==> config.mk <==
export PLATFORM = sky130hd
export DESIGN_NAME = rtc_event_irq
export DESIGN_NICKNAME = d
export VERILOG_FILES = /design/src/rtl/rtc_evt_pkg.sv /design/src/rtl/rtc_time_base.sv /design/src/rtl/rtc_stopwatch.sv /design/src/rtl/rtc_irq_ctrl.sv /design/src/rtl/rtc_event_irq.sv
export SDC_FILE = /design/constraint.sdc
export NUM_CORES = 1
export LEC_CHECK = 0
export BUFFER_PORTS_ARGS = -buffer_cell sky130_fd_sc_hd__buf_4
export CAP_MARGIN = 20
export CORE_MARGIN = 3
export CORE_UTILIZATION = 52
export CTS_BUF_LIST = sky130_fd_sc_hd__clkbuf_4
export DETAILED_ROUTE_END_ITERATION = 12
export PLACE_DENSITY = 0.85
export SLEW_MARGIN = 0
export SYNTH_ARGS = -nofsm -noshare
export SYNTH_HDL_FRONTEND = slang
export SYNTH_SLANG_ARGS = --single-unit
==> constraint.sdc <==
create_clock -name clk -period 2.5 [get_ports clk]
set_clock_uncertainty 0.2 [all_clocks]
set_input_delay 0.5 -clock clk [delete_from_list [all_inputs] [get_ports clk]]
set_output_delay 0.5 -clock clk [all_outputs]
set_load 0.02 [all_outputs]
==> src/rtl/rtc_evt_pkg.sv <==
package rtc_evt_pkg;
    // status / enable bit positions
    localparam int EV_SW   = 0;
    localparam int EV_MIN  = 1;
    localparam int EV_ALM  = 2;
    localparam int EV_DAY  = 3;
    localparam int EV_SEC  = 4;
    localparam int EV_HR   = 5;
    localparam int NUM_EV  = 6;

    // register selects
    localparam logic [2:0] SEL_EN   = 3'd0;
    localparam logic [2:0] SEL_ST   = 3'd1;
    localparam logic [2:0] SEL_SW   = 3'd2;
    localparam logic [2:0] SEL_ALM  = 3'd3;
    localparam logic [2:0] SEL_TIME = 3'd4;

    // time field positions
    localparam int HR_LSB  = 16;
    localparam int MIN_LSB = 8;
    localparam int SEC_LSB = 0;

    typedef enum logic {SW_COUNT, SW_PARKED} sw_state_e;
endpackage

==> src/rtl/rtc_time_base.sv <==
module rtc_time_base #(
    parameter int SEC_W   = 6,
    parameter int HR_W    = 5,
    parameter int SEC_MAX = 59,
    parameter int HR_MAX  = 23
) (
    input  logic             clk,
    input  logic             rst_n,
    input  logic             tick_i,
    input  logic             set_i,
    input  logic [HR_W-1:0]  set_hr_i,
    input  logic [SEC_W-1:0] set_min_i,
    input  logic [SEC_W-1:0] set_sec_i,
    input  logic [HR_W-1:0]  alm_hr_i,
    input  logic [SEC_W-1:0] alm_min_i,
    input  logic [SEC_W-1:0] alm_sec_i,
    output logic [HR_W-1:0]  hr_o,
    output logic [SEC_W-1:0] min_o,
    output logic [SEC_W-1:0] sec_o,
    output logic             ev_sec_o,
    output logic             ev_min_o,
    output logic             ev_hr_o,
    output logic             ev_day_o,
    output logic             ev_alm_o
);
    localparam logic [SEC_W-1:0] SMAX = SEC_W'(SEC_MAX);
    localparam logic [HR_W-1:0]  HMAX = HR_W'(HR_MAX);

    logic [HR_W-1:0]  hr_q, hr_d;
    logic [SEC_W-1:0] min_q, min_d, sec_q, sec_d;
    logic             adv, sec_wrap, min_wrap, hr_wrap;

    assign adv      = tick_i && !set_i;
    assign sec_wrap = (sec_q == SMAX);
    assign min_wrap = (min_q == SMAX);
    assign hr_wrap  = (hr_q == HMAX);

    always_comb begin
        hr_d  = hr_q;
        min_d = min_q;
        sec_d = sec_q;
        if (set_i) begin
            sec_d = (set_sec_i > SMAX) ? '0 : set_sec_i;
            min_d = (set_min_i > SMAX) ? '0 : set_min_i;
            hr_d  = (set_hr_i  > HMAX) ? '0 : set_hr_i;
        end else if (adv) begin
            sec_d = sec_wrap ? '0 : sec_q + 1'b1;
            if (sec_wrap) begin
                min_d = min_wrap ? '0 : min_q + 1'b1;
                if (min_wrap) begin
                    hr_d = hr_wrap ? '0 : hr_q + 1'b1;
                end
            end
        end
    end

    always_ff @(posedge clk) begin
        if (!rst_n) begin
            hr_q  <= '0;
            min_q <= '0;
            sec_q <= '0;
        end else begin
            hr_q  <= hr_d;
            min_q <= min_d;
            sec_q <= sec_d;
        end
    end

    assign ev_sec_o = adv;
    assign ev_min_o = adv && sec_wrap;
    assign ev_hr_o  = adv && sec_wrap && min_wrap;
    assign ev_day_o = adv && sec_wrap && min_wrap && hr_wrap;
    assign ev_alm_o = adv && (hr_d == alm_hr_i) && (min_d == alm_min_i) && (sec_d == alm_sec_i);

    assign hr_o  = hr_q;
    assign min_o = min_q;
    assign sec_o = sec_q;


    sec_range_chk: assert property (@(posedge clk) disable iff (!rst_n) sec_q <= SMAX);

    min_range_chk: assert property (@(posedge clk) disable iff (!rst_n) min_q <= SMAX);

    hr_range_chk: assert property (@(posedge clk) disable iff (!rst_n) hr_q <= HMAX);

    day_wrap_chk: assert property (@(posedge clk) disable iff (!rst_n) ev_day_o |=> (hr_q == '0) && (min_q == '0) && (sec_q == '0));
endmodule

==> src/rtl/rtc_stopwatch.sv <==
module rtc_stopwatch
    import rtc_evt_pkg::*;
#(
    parameter int SW_W = 6
) (
    input  logic            clk,
    input  logic            rst_n,
    input  logic            min_tick_i,
    input  logic            load_i,
    input  logic [SW_W-1:0] load_val_i,
    output logic [SW_W-1:0] val_o,
    output logic            ev_o
);
    sw_state_e       state_q, state_d;
    logic [SW_W-1:0] val_q, val_d;

    always_comb begin
        state_d = state_q;
        val_d   = val_q;
        ev_o    = 1'b0;
        if (load_i) begin
            val_d   = load_val_i;
            state_d = (&load_val_i) ? SW_PARKED : SW_COUNT;
        end else if (min_tick_i) begin
            unique case (state_q)
                SW_COUNT: begin
                    if (val_q == '0) begin
                        val_d   = '1;
                        state_d = SW_PARKED;
                        ev_o    = 1'b1;
                    end else begin
                        val_d = val_q - 1'b1;
                    end
                end
                SW_PARKED: begin
                    ev_o = 1'b1;
                end
                default: state_d = SW_PARKED;
            endcase
        end
    end

    always_ff @(posedge clk) begin
        if (!rst_n) state_q <= SW_PARKED;
        else        state_q <= state_d;
    end

    always_ff @(posedge clk) begin
        if (!rst_n) val_q <= '1;
        else        val_q <= val_d;
    end

    assign val_o = val_q;


    parked_value_chk: assert property (@(posedge clk) disable iff (!rst_n) (state_q == SW_PARKED) |-> (&val_q));

    parked_hold_chk: assert property (@(posedge clk) disable iff (!rst_n) (state_q == SW_PARKED && min_tick_i && !load_i) |=> $stable(val_q));

    expire_value_chk: assert property (@(posedge clk) disable iff (!rst_n) ev_o |=> (&val_q));
endmodule

==> src/rtl/rtc_irq_ctrl.sv <==
module rtc_irq_ctrl #(
    parameter int NUM_EV = 6
) (
    input  logic              clk,
    input  logic              rst_n,
    input  logic [NUM_EV-1:0] ev_i,
    input  logic              en_wr_i,
    input  logic              st_wr_i,
    input  logic [NUM_EV-1:0] wdata_i,
    output logic [NUM_EV-1:0] en_o,
    output logic [NUM_EV-1:0] st_o,
    output logic              irq_o
);
    logic [NUM_EV-1:0] en_q, st_q, clr;
    logic              irq_q;

    assign clr = st_wr_i ? wdata_i : '0;

    always_ff @(posedge clk) begin
        if (!rst_n) begin
            en_q  <= '0;
            st_q  <= '0;
            irq_q <= 1'b0;
        end else begin
            if (en_wr_i) en_q <= wdata_i;
            st_q  <= (st_q & ~clr) | ev_i;
            irq_q <= |(st_q & en_q);
        end
    end

    assign en_o  = en_q;
    assign st_o  = st_q;
    assign irq_o = irq_q;


    status_set_chk: assert property (@(posedge clk) disable iff (!rst_n) (ev_i != '0) |=> ((st_q & $past(ev_i)) == $past(ev_i)));

    status_keep_chk: assert property (@(posedge clk) disable iff (!rst_n) (!st_wr_i && ev_i == '0) |=> $stable(st_q));

    masked_irq_chk: assert property (@(posedge clk) disable iff (!rst_n) (en_q == '0) |=> !irq_q);

    irq_source_chk: assert property (@(posedge clk) disable iff (!rst_n) (st_q == '0) |=> !irq_q);
endmodule

==> src/rtl/rtc_event_irq.sv <==
module rtc_event_irq
    import rtc_evt_pkg::*;
#(
    parameter int SEC_W = 6,
    parameter int HR_W  = 5,
    parameter int SW_W  = 6
) (
    input  logic        clk,
    input  logic        rst_n,
    input  logic        tick_1hz,
    input  logic        reg_wr,
    input  logic [2:0]  reg_addr,
    input  logic [31:0] reg_wdata,
    output logic [31:0] reg_rdata,
    output logic        irq
);
    logic [HR_W-1:0]   hr, alm_hr;
    logic [SEC_W-1:0]  min, sec, alm_min, alm_sec;
    logic [SW_W-1:0]   sw_val;
    logic [NUM_EV-1:0] ev, en, st;
    logic              ev_sec, ev_min, ev_hr, ev_day, ev_alm, ev_sw;
    logic              wr_time, wr_alm, wr_sw, wr_en, wr_st;
    logic              unused_wdata;

    assign wr_en   = reg_wr && (reg_addr == SEL_EN);
    assign wr_st   = reg_wr && (reg_addr == SEL_ST);
    assign wr_sw   = reg_wr && (reg_addr == SEL_SW);
    assign wr_alm  = reg_wr && (reg_addr == SEL_ALM);
    assign wr_time = reg_wr && (reg_addr == SEL_TIME);
    assign unused_wdata = ^{reg_wdata[31:21], reg_wdata[15:14], reg_wdata[7:6]};

    always_ff @(posedge clk) begin
        if (!rst_n) begin
            alm_hr  <= '0;
            alm_min <= '0;
            alm_sec <= '0;
        end else if (wr_alm) begin
            alm_hr  <= reg_wdata[HR_LSB +: HR_W];
            alm_min <= reg_wdata[MIN_LSB +: SEC_W];
            alm_sec <= reg_wdata[SEC_LSB +: SEC_W];
        end
    end

    rtc_time_base #(.SEC_W(SEC_W), .HR_W(HR_W)) u_time (
        .clk      (clk),
        .rst_n    (rst_n),
        .tick_i   (tick_1hz),
        .set_i    (wr_time),
        .set_hr_i (reg_wdata[HR_LSB +: HR_W]),
        .set_min_i(reg_wdata[MIN_LSB +: SEC_W]),
        .set_sec_i(reg_wdata[SEC_LSB +: SEC_W]),
        .alm_hr_i (alm_hr),
        .alm_min_i(alm_min),
        .alm_sec_i(alm_sec),
        .hr_o     (hr),
        .min_o    (min),
        .sec_o    (sec),
        .ev_sec_o (ev_sec),
        .ev_min_o (ev_min),
        .ev_hr_o  (ev_hr),
        .ev_day_o (ev_day),
        .ev_alm_o (ev_alm)
    );

    rtc_stopwatch #(.SW_W(SW_W)) u_sw (
        .clk       (clk),
        .rst_n     (rst_n),
        .min_tick_i(ev_min),
        .load_i    (wr_sw),
        .load_val_i(reg_wdata[SW_W-1:0]),
        .val_o     (sw_val),
        .ev_o      (ev_sw)
    );

    always_comb begin
        ev         = '0;
        ev[EV_SW]  = ev_sw;
        ev[EV_MIN] = ev_min;
        ev[EV_ALM] = ev_alm;
        ev[EV_DAY] = ev_day;
        ev[EV_SEC] = ev_sec;
        ev[EV_HR]  = ev_hr;
    end

    rtc_irq_ctrl #(.NUM_EV(NUM_EV)) u_irq (
        .clk    (clk),
        .rst_n  (rst_n),
        .ev_i   (ev),
        .en_wr_i(wr_en),
        .st_wr_i(wr_st),
        .wdata_i(reg_wdata[NUM_EV-1:0]),
        .en_o   (en),
        .st_o   (st),
        .irq_o  (irq)
    );

    always_comb begin
        reg_rdata = '0;
        unique case (reg_addr)
            SEL_EN:   reg_rdata[NUM_EV-1:0] = en;
            SEL_ST:   reg_rdata[NUM_EV-1:0] = st;
            SEL_SW:   reg_rdata[SW_W-1:0]   = sw_val;
            SEL_ALM: begin
                reg_rdata[HR_LSB +: HR_W]   = alm_hr;
                reg_rdata[MIN_LSB +: SEC_W] = alm_min;
                reg_rdata[SEC_LSB +: SEC_W] = alm_sec;
            end
            SEL_TIME: begin
                reg_rdata[HR_LSB +: HR_W]   = hr;
                reg_rdata[MIN_LSB +: SEC_W] = min;
                reg_rdata[SEC_LSB +: SEC_W] = sec;
            end
            default: reg_rdata = '0;
        endcase
    end


    en_upper_zero_chk: assert property (@(posedge clk) disable iff (!rst_n) (reg_addr == SEL_EN) |-> (reg_rdata[31:NUM_EV] == '0));

    sec_event_chk: assert property (@(posedge clk) disable iff (!rst_n) (tick_1hz && !wr_time) |=> st[EV_SEC]);
endmodule

==> metrics.txt, run 1 <==
Clock Tree Buf Depth 2; vias in the first global route 3,607; fin util 68.70%; mean area per synthesized cell 7.769 µm²; Clk network pwr share 24.5%; H-tree levels 2; Clock transition at path regs 0.16 ns; Leak 1.792 nW; CP Capture Type flip-flop; share of post-route cells with drive strength above 1 26.91%; chip width 88.81 µm; Syn-to-layout area delta 25.12%; FF+latch count, synth 54; CTS sink count 54; f_max 0.3922 GHz; Logic pwr share 20.4%; Initial Utilization 54.90%; drt drc 0; Layout fillers 545; Post-DRT Antenna Nets 0; register area 0.001085 mm²; largest net degree at the start of global routing 40; power per cell area 370.1 mW/mm²; Final #Nets 593; peak supply drop 214.4 µV; die footprint 0.007887 mm²; clk root buf clkbuf_4; R2R depth 10; Tcrit/Tclk final 102.0%; setup tns final -0.04962 ns; Starting DRT DRC Count 396; global-route wire length before repair 17.58 mm; final hold vios 0; ys async rst share 0%; final worst slack -0.04962 ns; top_reg_cell synth dfxtp_1; setup repair after global routing missed its margin true; Pint 1.143 mW; gpl congestion 0.9129; clk_lat worst skew 0.38 ns; Routed WL 11.52 mm; critical path type reg2reg; Slew Limit Fails 0; Site Rows 29; Post-Synthesis Cells 459; GR Util All Layers 28.80%; Synthesis Warnings 0; n_diodes 0; worst min-delay path class in2reg; 1st-pass router iterations 5; Max Cap Viol 0; DR WL/cell 18.37 µm; Port Buf Inserts 41; Hold Path Cell Cnt 3; HPWL after DPL 8.259 mm; Netlist Area Pre-Place 0.003566 mm²; # IOs 72; via count 3,948; Overflow after GRT 0; Crit path required time 2.61 ns; crit path launch type flip-flop; Via density 6.297; Post-synth EDFFs 0; sequential fraction of design power 55.1%; final-report setup violation count 1; initial antenna violation count 0; P_sw 508.7 µW; Die Ht 88.81 µm; Core ar. 0.006495 mm²; Critical Path AT 2.66 ns; Multi-input gate area 0.002356 mm²; min cycle time layout 2.550 ns; library cells used by synthesis 70; CTS tree built; failing checks setup timing; crit-path max FO 4; cts bufs inserted 5; net switching fraction of the power 30.80%; Seq/Total Area, Yosys 30.32%; status complete, but fails checks
cell type report:
cell class / count / share of cell area (%)
Sequential cell: 54 / 24.31
Multi-Input combinational cell: 368 / 52.80
Clock buffer: 6 / 1.010
Clock inverter: 1 / 0.1683
Inverter: 10 / 0.8413
Timing Repair Buffer: 111 / 18.70
Tap cell: 77 / 2.159
through the flow:
stage / cells / hold slack (ns) / power [mW] / setup WS, ns / area [µm²]
5_1_grt: 627 / 0.1581 / 1.702 / -0.07150 / 4462
3_5_place_dp: 614 / 0.2799 / 1.244 / -0.1993 / 4268
4_1_cts: 624 / 0.1526 / 1.629 / 0.01349 / 4380
3_3_place_gp: 614 / 0.2692 / 1.235 / -0.1588 / 4268
6_report: 627 / 0.1537 / 1.651 / -0.04962 / 4462
2_1_floorplan: 473 / 0.2466 / 1.122 / 0.1008 / 3618
power by group through the flow:
stage	clock network (mW)	registers (mW)	logic [mW]
floorplan	0	0.921	0.202
global placement	0	0.923	0.312
detailed placement	0	0.925	0.319
CTS	0.399	0.908	0.322
global route	0.430	0.912	0.361
finish	0.405	0.909	0.337
metal layers:
metal  part of all wire (%)  wire (µm)  track usage [%]  vias to the layer above
met1                     41       4722            37.80                     1853
met2                     47       5471            47.30                      238
met3                    8.4        966            3.911                       43
met4                    3.1        357            12.09                        0
li1                       -          -                -                     1814
met5                      0          0                0                        -
Yosys cell counts (5+ instances only):
| library cell | count | area (µm²) |
|---|---|---|
| and2_1 | 8 | 50.05 |
| inv_1 | 10 | 37.54 |
| nand4_1 | 8 | 50.05 |
| a21oi_1 | 39 | 195.2 |
| a211oi_1 | 5 | 37.54 |
| nand2_1 | 74 | 277.8 |
| a22o_1 | 12 | 105.1 |
| clkbuf_1 | 14 | 52.55 |
| xnor2_1 | 10 | 87.58 |
| mux2i_1 | 21 | 210.2 |
| nor2b_1 | 5 | 31.28 |
| buf_2 | 5 | 25.02 |
| o22ai_1 | 6 | 37.54 |
| nor3_1 | 10 | 50.05 |
| nor4_1 | 6 | 37.54 |
| nand3_1 | 9 | 45.04 |
| dfxtp_1 | 54 | 1081 |
| nor2_1 | 38 | 142.6 |
| xor2_1 | 6 | 52.55 |
| buf_4 | 18 | 135.1 |
| a31oi_1 | 5 | 31.28 |
| o21ai_0 | 16 | 80.08 |
| a22oi_1 | 7 | 52.55 |
worst paths after layout:
path | from | end | slack [ns]
min | reg_wdata[16] | alm_hr[0] | 0.15
max reg2reg | u_time.sec_o[0] | u_irq.st_o[2] | -0.05
min reg2reg | alm_min[0] | alm_min[0] | 0.30
max | u_time.sec_o[0] | u_irq.st_o[2] | -0.05
layout by cell type, fill, tap and decap left out, types with 5 or more instances in the layout:
master	instances
dfxtp_1	51
nor3_1	9
clkbuf_4	6
buf_4	109
and2_1	8
o21ai_1	5
a22oi_1	7
a21oi_1	39
inv_1	10
xor2_1	6
nand3_1	8
o21ai_0	10
xnor2_1	10
a211oi_1	5
conb_1	15
nand2_1	74
a22o_1	12
a31oi_1	5
o22ai_1	6
nand4_1	8
nor2_1	37
mux2i_1	20
state kept, by name, indices dropped and copies added, names as in the netlist:
name          count
u_irq.irq_o       1
u_sw.state_q      1
u_time.hr_o       5
u_time.sec_o      6
u_irq.en_o        6
alm_hr            5
alm_sec           6
alm_min           6
u_sw.val_o        6
u_irq.st_o        6
u_time.min_o      6
what timing repair did:
item	4_1_cts	5_1_grt
pin swaps	6	12
setup endpoints to repair	12	6
gates resized for setup	10	23
setup buffers	3	2
gates cloned	0	1
hold buffers	0	0
kinds of logic after synthesis:
family	count (synthesis)	synth area share, %
other cells	1	0.1052
flops	54	30.32
buf+inv	51	7.649
xor+xnor	16	3.930
fa+ha+maj	4	1.404
simple gates	184	25.16
compound gates	125	24.18
mux	24	7.263
worst max-delay path, cell delays in order, from the launching register on:
cell and delay [ns]:
dfxtp_2 0.37, ha_4 0.17, and3b_2 0.21, nand4_1 0.19, buf_4 0.17, buf_6 0.10
o21ai_0 0.10, o211ai_1 0.15, nand4_1 0.16, a2111o_1 0.43, o31ai_2 0.22
Note: power is estimated with default switching activity, not from simulation.
==> run 2: changes to the inputs <==
--- a/config.mk
+++ b/config.mk
@@ -11,8 +11,9 @@
 export CORE_UTILIZATION = 52
 export CTS_BUF_LIST = sky130_fd_sc_hd__clkbuf_4
 export DETAILED_ROUTE_END_ITERATION = 12
-export PLACE_DENSITY = 0.85
+export PLACE_DENSITY_LB_ADDON = 0.1
 export SLEW_MARGIN = 0
 export SYNTH_ARGS = -nofsm -noshare
 export SYNTH_HDL_FRONTEND = slang
+export SYNTH_HIERARCHICAL = 1
 export SYNTH_SLANG_ARGS = --single-unit
==> metrics.txt, run 2 <==
status complete, but fails checks; failing checks setup timing; n_diodes 0 (unchanged); min-delay src reg_wdata[17]; Leak 1.985 nW (+11%); Seq/Total Area, Yosys 29.23% (-1.1 points); global-route wire length before repair 17.72 mm (+0.78%); via count 3,788 (-4.1%); Starting DRT DRC Count 362 (-8.6%); Port Buf Inserts 41 (unchanged); Netlist Area Pre-Place 0.003699 mm² (+3.7%); f_max 0.3806 GHz (-3.0%); Crit path required time 2.62 ns (about the same); Die Ht 90.34 µm (+1.7%); Clock transition at path regs 0.18 ns (+0.02 ns); Max Cap Viol 0 (unchanged); design area 0.004679 mm² (+4.9%); dpl ws -0.3350 ns (-0.1357 ns); ys async rst share 0% (unchanged); final worst slack -0.1277 ns (-0.07813 ns); FF+latch count, synth 54 (unchanged); Hold EP alm_hr[1]; critical path type reg2reg; Overflow after GRT 0 (unchanged); largest net degree at the start of global routing 51 (+28%); Critical R2R Launch u_time/sec_o[0]; power per cell area 373.9 mW/mm² (+1.0%); setup repair after global routing missed its margin true; GR Util All Layers 26.73% (-2.1 points); WHS 0.1357 ns (-0.01802 ns); chip width 90.34 µm (+1.7%); HPWL after DPL 8.266 mm (about the same); DR WL/cell 17.33 µm (-5.7%); R2R depth 10 (unchanged); CTS tree built; cts bufs inserted 5 (unchanged); Clock Tree Buf Depth 2 (unchanged); hold_buf cts 0 (unchanged); min cycle time layout 2.628 ns (+0.07813 ns); worst reg2reg endpoint u_irq/st_o[2]; share of post-route cells with drive strength above 1 30.05% (+3.1 points); die footprint 0.008160 mm² (+3.5%); Site Rows 30 (+3.4%); drt drc 0 (unchanged); final hold vios 0 (unchanged); Hold Path Cell Cnt 3 (unchanged); Initial Utilization 54.14% (-0.76 points); Layout fillers 604 (+11%); Critical Path AT 2.74 ns (+0.08 ns); worst min-delay path class in2reg; CTS sink count 54 (unchanged); gpl congestion 0.9517 (+4.3%); commonest cells in the netlist dfxtp_1 (54), nand2_1 (47), nand3_1 (37); Via density 5.873 (-6.7%); CP Capture Type flip-flop; Tcrit/Tclk final 105.1% (+3.1 points); Synthesis Warnings 6 (+6); H-tree levels 2 (unchanged); Post-synth EDFFs 0 (unchanged); final-report setup violation count 1 (unchanged); count leader, synth dfxtp_1; mean area per synthesized cell 8.129 µm² (+4.6%); crit-path max FO 4 (unchanged); Slew Limit Fails 0 (unchanged); Core ar. 0.006832 mm² (+5.2%); area leader, netlist dfxtp_1; crit path launch type flip-flop; peak supply drop 337.0 µV (+57%); Placed Area 0.004481 mm² (+5.0%); Post-DRT Antenna Nets 0 (unchanged); commonest non-fill, non-tap cell in the layout buf_4; top_reg_cell synth dfxtp_1; R2R Setup Slk -0.13 ns (-0.08 ns); setup tns final -0.1277 ns (-0.07813 ns); most frequent cells in the layout buf_4 (108), dfxtp_1 (48), nand2_1 (47); Total Power 1.750 mW (+5.9%); initial antenna violation count 0 (unchanged); vias in the first global route 3,378 (-6.3%); clk_lat worst skew 0.40 ns (+0.02 ns); synth top area cells dfxtp_1 (29%), mux2i_1 (5.4%), nand3_1 (5.0%); Syn-to-layout area delta 26.52%; clk root buf clkbuf_4; 1st-pass router iterations 5 (unchanged); Post-Synthesis Cells 455 (-0.87%); library cells used by synthesis 76 (+8.6%); # IOs 72 (unchanged); Synth top area share 29.23% (-1.1 points); Routed WL 11.18 mm (-3.0%); Final #Nets 592 (-0.17%)
[run 2: changes by cell type after synthesis, moves of 5 or more]
cell	before	now
a21boi_0	0	8
nand3_1	9	37
clkbuf_1	14	9
nand2_1	74	47
nor2_1	38	22
and3_1	2	7
o21ai_1	1	23
o21a_1	2	9
nor3_1	10	5
and2_1	8	15
a21oi_1	39	9
[run 2: worst max-delay path, stage by stage (launching register included)]
cell and delay, ns:
dfxtp_2 0.39, ha_4 0.17, nand3b_4 0.10, buf_4 0.17, nor4_1 0.32, nand3_1 0.17, xnor2_1 0.17, o21ai_0 0.38
xor2_1 0.24, nor4_2 0.06, o21a_1 0.17
[run 2: how the worst max path moves through the flow]
stage	cells after the start	endpoint	from
finish	10	u_irq/st_o[2]	u_time/sec_o[0]
floorplan	12	u_irq/st_o[2]	reg_addr[1]
global placement	12	u_irq/st_o[2]	reg_addr[1]
CTS	10	u_irq/st_o[2]	u_time/min_o[0]
detailed placement	12	u_irq/st_o[2]	reg_addr[1]
global route	10	u_irq/st_o[2]	u_time/sec_o[0]
[run 2: power by group]
part           switching, mW  internal (mW)
clock network          0.329          0.121
logic                  0.211          0.165
registers             0.0342          0.889
total                  0.574           1.18
[run 2: routing by layer]
metal | global-route usage, % | routed length [µm] | up-vias
met2 | 39.39 | 4803 | 189
met1 | 40.34 | 5125 | 1763
li1 | - | - | 1827
met5 | 0 | 0 | -
met4 | 4.719 | 98 | 0
met3 | 5.667 | 1150 | 9
[run 2: kinds of logic after synthesis]
family | after synthesis | share of synthesized area (%)
multiplexers | 24 | 6.732
AO/OA/AOI/OAI | 119 | 22.36
XOR/XNOR | 16 | 3.789
buffers and inverters | 48 | 7.138
AND/OR/NAND/NOR | 188 | 28.96
flip-flops | 54 | 29.23
adder cells (fa/ha/maj) | 5 | 1.691
other | 1 | 0.1014
[run 2: timing repair]
item,4_1_cts,5_1_grt
buffers inserted,6,1
gates resized for setup,15,10
pin swaps,4,7
endpoints found under the setup margin,12,9
[run 2: cell type report]
class	count	area (µm²)	area share, %
multi-input cells	367	2549	54.47
flip-flops and latches	54	1089	23.26
repair buffers	108	810.8	17.33
well taps	96	120.1	2.567
inverters	12	45.04	0.9626
clock buffers	5	37.54	0.8021
clock inverters	3	28.78	0.6150
[run 2: stage by stage]
step	std cells	utilization, %
after floorplan	469	-
after global placement	632	65.59
after detailed placement	632	65.59
after CTS	646	67.88
after global routing	645	68.50
final	645	68.50
==> run 3: changes to the inputs <==
--- a/config.mk
+++ b/config.mk
@@ -5,10 +5,11 @@
 export SDC_FILE = /design/constraint.sdc
 export NUM_CORES = 1
 export LEC_CHECK = 0
+export ABC_AREA = 1
 export BUFFER_PORTS_ARGS = -buffer_cell sky130_fd_sc_hd__buf_4
 export CAP_MARGIN = 20
 export CORE_MARGIN = 3
-export CORE_UTILIZATION = 52
+export CORE_UTILIZATION = 53
 export CTS_BUF_LIST = sky130_fd_sc_hd__clkbuf_4
 export DETAILED_ROUTE_END_ITERATION = 12
 export PLACE_DENSITY_LB_ADDON = 0.1
==> metrics.txt, run 3 <==
worst path cell trace buf_4, buf_4, inv_2, nand3_1, nor2_1, nor2_1, nand2_1, buf_4; vias in the first global route 4,050 (+20%); share of post-route cells with drive strength above 1 16.73% (-13 points); commonest non-fill, non-tap cell in the layout nand2_1; post-CTS setup buffer count 0 (-6); Overflow after GRT 0 (unchanged); Placed Area 0.004649 mm² (+3.8%); chip width 93.81 µm (+3.8%); Clock Tree Buf Depth 2 (unchanged); Routed WL 11.56 mm (+3.4%); min cycle time layout 2.394 ns (-0.2339 ns); Clk network pwr share 27.3% (+1.6 points); count leader, synth nand2_1; Post-DRT Antenna Nets 0 (unchanged); via count 4,435 (+17%); worst min-delay path class in2reg; die footprint 0.008799 mm² (+7.8%); clk root buf clkbuf_4; Die Ht 93.81 µm (+3.8%); HPWL after DPL 8.604 mm (+4.1%); Syn-to-layout area delta 16.20%; clk_lat worst skew 0.39 ns (about the same); Hold Path Cell Cnt 3 (unchanged); R2R Setup Slk 0.19 ns (+0.32 ns); GR Util All Layers 27.00% (+0.27 points); library cells used by synthesis 38 (-50%); Synth top area share 26.45% (-2.8 points); Max Cap Viol 0 (unchanged); 1st-pass router iterations 6 (+1); sequential fraction of design power 50.9% (-1.9 points); drt drc 0 (unchanged); H-tree levels 2 (unchanged); CTS tree built; ys async rst share 0% (unchanged); mean area per synthesized cell 5.863 µm² (-28%); Clock transition at path regs 0.17 ns (about the same); # IOs 72 (unchanged); CP Capture Type output port; Seq/Total Area, Yosys 26.45% (-2.8 points); Worst path max stage delay 0.26 ns (-0.13 ns); Worst-Margin Slew 0.6333 ns; most frequent cells in the layout nand2_1 (175), inv_1 (121), nor2_1 (94); crit-path max FO 18 (+14); net switching fraction of the power 30.89% (-1.9 points); design area 0.004748 mm² (+1.5%); worst rel slew slack 57.52%; Starting DRT DRC Count 394 (+8.8%); P_sw 551.9 µW (-3.8%); WP depth 8 (-2); Tcrit/Tclk final 95.76% (-9.4 points); peak supply drop 217.5 µV (-35%); final-report setup violation count 0 (-1); n_diodes 0 (unchanged); R2R depth 15 (+5); Final #Nets 809 (+37%); f_max 0.4177 GHz (+9.8%); Port Buf Inserts 41 (unchanged); Post-Synthesis Cells 697 (+53%); initial antenna violation count 0 (unchanged); setup tns final 0 ns (+0.1277 ns); Synthesis Warnings 6 (unchanged); Logic pwr share 21.8% (+0.3 points); Hold EP u_irq/en_o[0]; critical path type in2out; top_reg_cell synth dfxtp_1; Post-synth EDFFs 0 (unchanged); Top cell by count, worst path buf_4; Leak 2.476 nW (+25%); WHS 0.1931 ns (+0.05742 ns); min-delay src reg_wdata[0]; worst reg2reg endpoint u_irq/st_o[2]; FF+latch count, synth 54 (unchanged); largest net degree at the start of global routing 30 (-41%); Core ar. 0.007370 mm² (+7.9%); final hold vios 0 (unchanged); gpl congestion 0.9362 (-1.6%); final worst slack 0.1061 ns (+0.2339 ns); Bufs and invs on worst path 4 (+3); Crit path required time 1.80 ns (-0.82 ns); hold_buf cts 0 (unchanged); commonest cells in the netlist nand2_1 (175), inv_1 (122), nor2_1 (97); Via density 5.133 (-13%); Netlist Area Pre-Place 0.004086 mm² (+10%); synth top area cells dfxtp_1 (26%), nand2_1 (16%), inv_1 (11%); DR WL/cell 13.38 µm (-23%); global-route wire length before repair 19.00 mm (+7.2%); Slew Limit Fails 0 (unchanged); Initial Utilization 55.45% (+1.3 points); Site Rows 31 (+3.3%); status complete, no violations; CTS sink count 54 (unchanged); dpl ws -0.2171 ns (+0.1179 ns); Total Power 1.786 mW (+2.1%); CP top delay family buffers and inverters; Critical Path AT 1.69 ns (-1.05 ns); cts bufs inserted 5 (unchanged); Pint 1.235 mW (+5.0%); area leader, netlist dfxtp_1; critical path's slowest cell buf_4; power per cell area 376.2 mW/mm² (+0.63%); crit path launch type input pin; Critical R2R Launch u_time/min_o[0]
run 3: worst reg2reg max path: cells and delay by family (launching register included):
family	cells	cell delay [ns]
AND/OR/NAND/NOR	12	1.29
AO/OA/AOI/OAI	1	0.05
adder cells (fa/ha/maj)	1	0.23
flip-flops	1	0.38
buffers and inverters	1	0.12
run 3: power by group through the flow:
stage               clock, mW  combinational, mW  sequential [mW]
finish                  0.487              0.390            0.910
detailed placement          0              0.379            0.928
global placement            0              0.372            0.927
global route            0.524              0.432            0.914
floorplan                   0              0.250            0.924
CTS                     0.497              0.380            0.909
run 3: repair_timing:
item	4_1_cts	5_1_grt
setup endpoints to repair	0	1
gates resized for setup	0	10
endpoints found under the hold margin	0	0
run 3: through the flow:
| step | utilization [%] | cells |
|---|---|---|
| finish | 64.43 | 864 |
| global route | 64.43 | 864 |
| CTS | 64.06 | 864 |
| detailed placement | 63.09 | 857 |
| global placement | 63.09 | 857 |
| floorplan | - | 711 |
run 3: cell families after synthesis:
logic type | count (synthesis) | share of synthesized area (%)
AO/OA/AOI/OAI | 70 | 8.941
XOR/XNOR | 3 | 0.6431
adder cells (fa/ha/maj) | 5 | 1.531
buffers and inverters | 164 | 17.91
flip-flops | 54 | 26.45
other | 1 | 0.09177
AND/OR/NAND/NOR | 400 | 44.43
run 3: routing by layer:
metal	up-vias	part of all wire, %	global-route usage [%]
met1	2015	46	36.92
li1	2265	-	-
met2	141	46	44.88
met5	-	0	0
met4	0	1.4	7.100
met3	14	6.1	3.285
run 3: how the worst max path moves through the flow:
stage,start,end
floorplan,reg_addr[0],u_irq/st_o[2]
global placement,reg_wr,u_irq/st_o[2]
detailed placement,reg_addr[0],u_irq/st_o[2]
CTS,reg_addr[2],reg_rdata[2]
global route,u_time/min_o[0],u_irq/st_o[2]
finish,reg_addr[2],reg_rdata[1]
run 3: cell type report:
type	instances	area, µm²
Clock buffer	5	37.54
Clock inverter	2	33.78
Fill cell	696	2621
Inverter	130	498.0
Multi-Input combinational cell	493	2352
Sequential cell	54	1082
Tap cell	99	123.9
Timing Repair Buffer	81	620.6
